--- src/rtl/tbr_pkg.sv ---
package tbr_pkg;
    localparam int SH_W = 5;

    typedef enum logic {
        LANE_SUM  = 1'b0,
        LANE_DIFF = 1'b1
    } lane_e;

    typedef struct packed {
        logic          valid;
        logic          reserved;
        logic [SH_W-1:0] shamt;
    } req_ctl_t;

    function automatic logic is_legal(req_ctl_t c);
        return c.valid && !c.reserved;
    endfunction

    function automatic logic is_rejected(req_ctl_t c);
        return c.valid && c.reserved;
    endfunction
endpackage

--- src/rtl/tbr_rshift.sv ---
module tbr_rshift
    import tbr_pkg::*;
#(
    parameter int XLEN = 32
) (
    input  logic [XLEN-1:0] prod_lo,
    input  logic [SH_W-1:0] shamt,
    output logic [XLEN-1:0] result
);
    localparam logic [XLEN-1:0] ONE = XLEN'(1);

    logic [XLEN-1:0] rnd_const;
    logic [XLEN-1:0] rounded;

    always_comb begin
        if (shamt == '0) begin
            rnd_const = '0;
        end else begin
            rnd_const = ONE << (shamt - SH_W'(1));
        end
        rounded = prod_lo + rnd_const;
        result  = XLEN'($signed(rounded) >>> shamt);
    end
endmodule

--- src/rtl/tbr_lane.sv ---
module tbr_lane
    import tbr_pkg::*;
#(
    parameter int    XLEN = 32,
    parameter lane_e KIND = LANE_SUM
) (
    input  logic [XLEN-1:0] op_acc,
    input  logic [XLEN-1:0] op_b,
    input  logic [XLEN-1:0] coef,
    input  logic [SH_W-1:0] shamt,
    output logic [XLEN-1:0] result
);
    logic [XLEN-1:0] combined;
    logic [XLEN-1:0] prod_lo;

    generate
        if (KIND == LANE_DIFF) begin : g_diff
            assign combined = op_acc - op_b;
        end else begin : g_sum
            assign combined = op_acc + op_b;
        end
    endgenerate

    // Low half of a two's-complement product is sign-agnostic.
    assign prod_lo = combined * coef;

    tbr_rshift #(.XLEN(XLEN)) u_rshift (
        .prod_lo (prod_lo),
        .shamt   (shamt),
        .result  (result)
    );

    always_comb begin
        if (shamt == '0) begin
            AST_ZERO_SHIFT_BYPASS: assert (result == prod_lo);
        end
    end
endmodule

--- src/rtl/twin_bfly_round.sv ---
module twin_bfly_round
    import tbr_pkg::*;
#(
    parameter int XLEN = 32
) (
    input  logic            clk,
    input  logic            rst,
    input  logic            in_valid,
    input  logic            rec_bit,
    input  logic [4:0]      shamt,
    input  logic [XLEN-1:0] op_acc,
    input  logic [XLEN-1:0] op_b,
    input  logic [XLEN-1:0] coef,
    output logic            out_valid,
    output logic            illegal,
    output logic [XLEN-1:0] res_pri,
    output logic [XLEN-1:0] res_sec
);
    localparam int NLANE = 2;

    typedef struct packed {
        logic [XLEN-1:0] pri;
        logic [XLEN-1:0] sec;
    } pair_t;

    req_ctl_t          ctl;
    logic [XLEN-1:0]   lane_res [NLANE];
    pair_t             nxt_pair;
    pair_t             out_pair;
    logic              vld_q;
    logic              ill_q;

    assign ctl = '{valid: in_valid, reserved: rec_bit, shamt: shamt};

    generate
        for (genvar g = 0; g < NLANE; g++) begin : g_lane
            tbr_lane #(
                .XLEN (XLEN),
                .KIND ((g == 0) ? LANE_SUM : LANE_DIFF)
            ) u_lane (
                .op_acc (op_acc),
                .op_b   (op_b),
                .coef   (coef),
                .shamt  (ctl.shamt),
                .result (lane_res[g])
            );
        end
    endgenerate

    assign nxt_pair = '{pri: lane_res[0], sec: lane_res[1]};

    always_ff @(posedge clk) begin
        if (rst) begin
            vld_q    <= 1'b0;
            ill_q    <= 1'b0;
            out_pair <= '0;
        end else begin
            vld_q <= is_legal(ctl);
            ill_q <= is_rejected(ctl);
            if (is_legal(ctl)) begin
                out_pair <= nxt_pair;
            end
        end
    end

    assign out_valid = vld_q;
    assign illegal   = ill_q;
    assign res_pri   = out_pair.pri;
    assign res_sec   = out_pair.sec;

    AST_VALID_AFTER_LEGAL: assert property (@(posedge clk) disable iff (rst)
        (in_valid && !rec_bit) |=> out_valid);
    AST_NO_VALID_OTHERWISE: assert property (@(posedge clk) disable iff (rst)
        !(in_valid && !rec_bit) |=> !out_valid);
    AST_RESERVED_REJECT: assert property (@(posedge clk) disable iff (rst)
        (in_valid && rec_bit) |=> (illegal && !out_valid));
    AST_RESULTS_HELD: assert property (@(posedge clk) disable iff (rst)
        !(in_valid && !rec_bit) |=> ($stable(res_pri) && $stable(res_sec)));
endmodule

--- config.mk ---
export PLATFORM = sky130hd
export DESIGN_NAME = twin_bfly_round
export DESIGN_NICKNAME = d
export VERILOG_FILES = /design/src/rtl/tbr_pkg.sv /design/src/rtl/tbr_rshift.sv /design/src/rtl/tbr_lane.sv /design/src/rtl/twin_bfly_round.sv
export SDC_FILE = /design/constraint.sdc
export NUM_CORES = 2
export LEC_CHECK = 0
export BUFFER_PORTS_ARGS = -buffer_cell sky130_fd_sc_hd__buf_4
export CAP_MARGIN = 10
export CORE_AREA = 2 2 301 333
export CTS_CLUSTER_SIZE = 30
export DETAILED_ROUTE_END_ITERATION = 10
export DIE_AREA = 0 0 303 335
export PLACE_DENSITY = 0.71
export SYNTH_ARGS = -nofsm -noshare
export SYNTH_HDL_FRONTEND = slang
export SYNTH_SLANG_ARGS = --single-unit
--- constraint.sdc ---
create_clock -name clk -period 9.5 [get_ports clk]
set_input_delay 0 -clock clk [delete_from_list [all_inputs] [get_ports clk]]
set_output_delay 0 -clock clk [all_outputs]
set_load 0.005 [all_outputs]
==> results.ini <==
[synthesis]
synth_edf_count = 0
synthArstFlopShare = 0
ys.flop_type = dfxtp_1
synth_top_area_frac = 0.409
synth_seq_cells = 66
combinational_family_with_the_most_area_after_synthesis = adder cells
synth_xor_area_frac = 0.0483
yosys-mux-area-fraction = 0.0316
netlist_area_mm2 = 0.0430
synth_sequential_area_ratio = 0.0308
syn_avg_cell_area_um2 = 8.61
synth_cell_count_leaders = 993 x inv_1, 878 x fa_1, 517 x nand2_1
simple_logic_cell_fraction_of_the_synthesized_area = 0.185
yosys.area.top_type = fa_1
yosys_warning_total = 0
ys_types = 97
netlist_instances = 4990
synth_adder_area_share = 0.500
syn_nets = 6284
synth-compound-area-share = 0.0921
synth_most_common_cell = inv_1
post_synth_main_area_contributors = fa_1 41%, ha_1 9.1%, inv_1 8.7%, and2_1 6.5%, nand2_1 4.5%

[sta]
setup_viol = 60
finalCritPeriodShare = 1.03
tightest_slew_ps = 893
rsz_0062_raised_after_global_routing = yes
worst_slack_ps = -332
max_slew_margin = 0.404
worst_clock_skew_ps = 0
drv_slew = 0
min_period_ps = 9830
maxClockFrequency_mhz = 102
finalHoldViolCount = 0
worst_hold_slack_ps = 119

[die]
fp.dieH_um = 335
core_area_mm2 = 0.0983
initial_core_util = 0.437
die-area_mm2 = 0.102
ioPinCount = 171
floorplan.rows = 121
chipWidth_um = 303

[cts]
cts-buffers-inserted = 9
max_buffers_root_to_sink = 2
cts.clk_slew.worst_paths_ps = 60
clock-sinks = 66
htree_num_levels = 3
tritoncts_clock_tree = built
worstSkewPairLatency_ps = 330
cts_root_buf = clkbuf_16

[drt]
drtIter0Drc = 2594
wl_met1_um = 59500
drt_pre_antenna_iters = 8
dr_wl_met2_um = 69700
routed-wl-met3_um = 12800
detailroute.via_count = 37760
post-route-drc-count = 6
post_drt_wl_per_cell_um = 21.6
top_layer = met5
ant_nets = 0
wl_um = 150000
route.detailed.vias_per_inst = 5.44

[min_path]
hold_path_end = illegal$_SDFF_PP0_
min_from = rst
whs_path_depth = 2
hold_path.class = in -> reg

[grt]
remaining_overflow_grt = 0
first_global_vias = 40755
globalRouteTotalUtil = 0.300
antenna_found_initial = 2
pin_count_of_the_biggest_net_entering_global_routing = 60
grt_pass1_wl_um = 235000

[worst_setup_path]
cp-start-kind = primary input
worst_path_most_repeated_cell = fa_1
setup.reg_to_reg.worst_slack_ps = 8570
cp_top_family = adder cells
nature_of_the_critical_path_endpoint = register
critical_path_fanout_max = 13
crit_path_max_incr_delay_ps = 570
cp_num_buf_inv = 11
critPathArrivalTime_ps = 10030
ff2ff_path_depth = 2
timing.setup.critical_path_class = in -> reg
critical_path_required_ps = 9700
endpoint_of_the_worst_register_to_register_path = res_pri[11]$_SDFFE_PP0P_
source_of_the_worst_register_to_register_timing_path = res_pri[11]$_SDFFE_PP0P_
cp_slowest_cell = fa_1

[placement]
place_hpwl_um = 125000
place_worst_setup_slack_ps = -1320
port-buffer-count = 170
gpl.final_weighted_congestion = 0.987

[run_status]
violations = design-rule violations, negative setup slack
run_status = complete, but fails checks

[cells_and_area]
drive_above_1_share = 0.233
final_util = 0.543
area.growth.synth_to_final_pct = 24.1
finalNetCount = 6932
final.fill_count = 8713

[run]
max_cap_viol_count = 0

-- registers in the layout, indices dropped and copies added (netlist names) --
| register | flops |
|---|---|
| illegal | 1 |
| out_valid | 1 |
| res_sec | 32 |
| res_pri | 32 |
-- metrics by stage --
| step | cells | instance area (um2) | TNS, ps |
|---|---|---|---|
| 2_1_floorplan | 4990 | 43100 | 0 |
| 3_3_place_gp | 6840 | 50300 | -66980 |
| 3_5_place_dp | 6840 | 50300 | -70580 |
| 4_1_cts | 6910 | 52400 | -7710 |
| 5_1_grt | 6934 | 53300 | -27700 |
| 6_report | 6935 | 53300 | -10010 |
-- how the worst max path moves through the flow --
stage               startpoint                        to  slack [ps]  cells after the start
finish               op_acc[7]   res_pri[0]$_SDFFE_PP0P_        -330                     41
global route         op_acc[0]   res_pri[0]$_SDFFE_PP0P_        -600                     43
CTS                    op_b[1]  res_pri[13]$_SDFFE_PP0P_        -290                     41
detailed placement   op_acc[6]   res_pri[2]$_SDFFE_PP0P_       -1320                     39
global placement       op_b[1]  res_sec[19]$_SDFFE_PP0P_       -1190                     41
floorplan            op_acc[0]  res_pri[13]$_SDFFE_PP0P_           3                     43
-- cells by family (layout without fill, tap and decap cells) --
logic type               count (synthesis)  after routing
AND/OR/NAND/NOR                       1559           1559
buffers and inverters                 1274           1927
adder cells (fa/ha/maj)               1189           1189
flip-flops                              66             66
XOR/XNOR                               202            202
multiplexers                           118            118
AO/OA/AOI/OAI                          582            582
other                                    0              1
-- per-layer routing --
metal / up-vias / track usage
li1: 16590 / -
met1: 19092 / 0.392
met2: 1663 / 0.490
met3: 411 / 0.0523
met4: 4 / 0.128
met5: - / 0
-- cell usage in the layout, fill, tap and decap left out, drive strengths merged, types with 66 or more instances in the layout --
| master | count |
|---|---|
| a21oi | 154 |
| and2 | 448 |
| buf | 909 |
| dfxtp | 66 |
| fa | 878 |
| ha | 311 |
| inv | 997 |
| mux2i | 86 |
| nand2 | 517 |
| nand2b | 82 |
| nor2 | 179 |
| nor2b | 162 |
| o21ai | 115 |
| xnor2 | 151 |
-- timing repair --
item,CTS,global route
pin swaps,170,122
setup buffers,56,26
cloned,0,0
resized for setup,284,178
hold buffers,2,0
setup endpoints to repair,64,64
endpoints found under the hold margin,1,0
-- final cells by class --
| class | count | area, um2 | share of cell area |
|---|---|---|---|
| inverters | 999 | 3760 | 0.0705 |
| clock inverters | 7 | 70.1 | 0.00131 |
| clock buffers | 9 | 225 | 0.00422 |
| flip-flops and latches | 66 | 1320 | 0.0248 |
| well taps | 1291 | 1620 | 0.0303 |
| diodes | 1 | 2.50 | 0.0000469 |
| repair buffers | 912 | 7470 | 0.140 |
| multi-input cells | 3650 | 38800 | 0.729 |
Power is left out: the tool's default activity adds up to more than one toggle a clock period on the data nets, which glitch-free logic cannot reach.
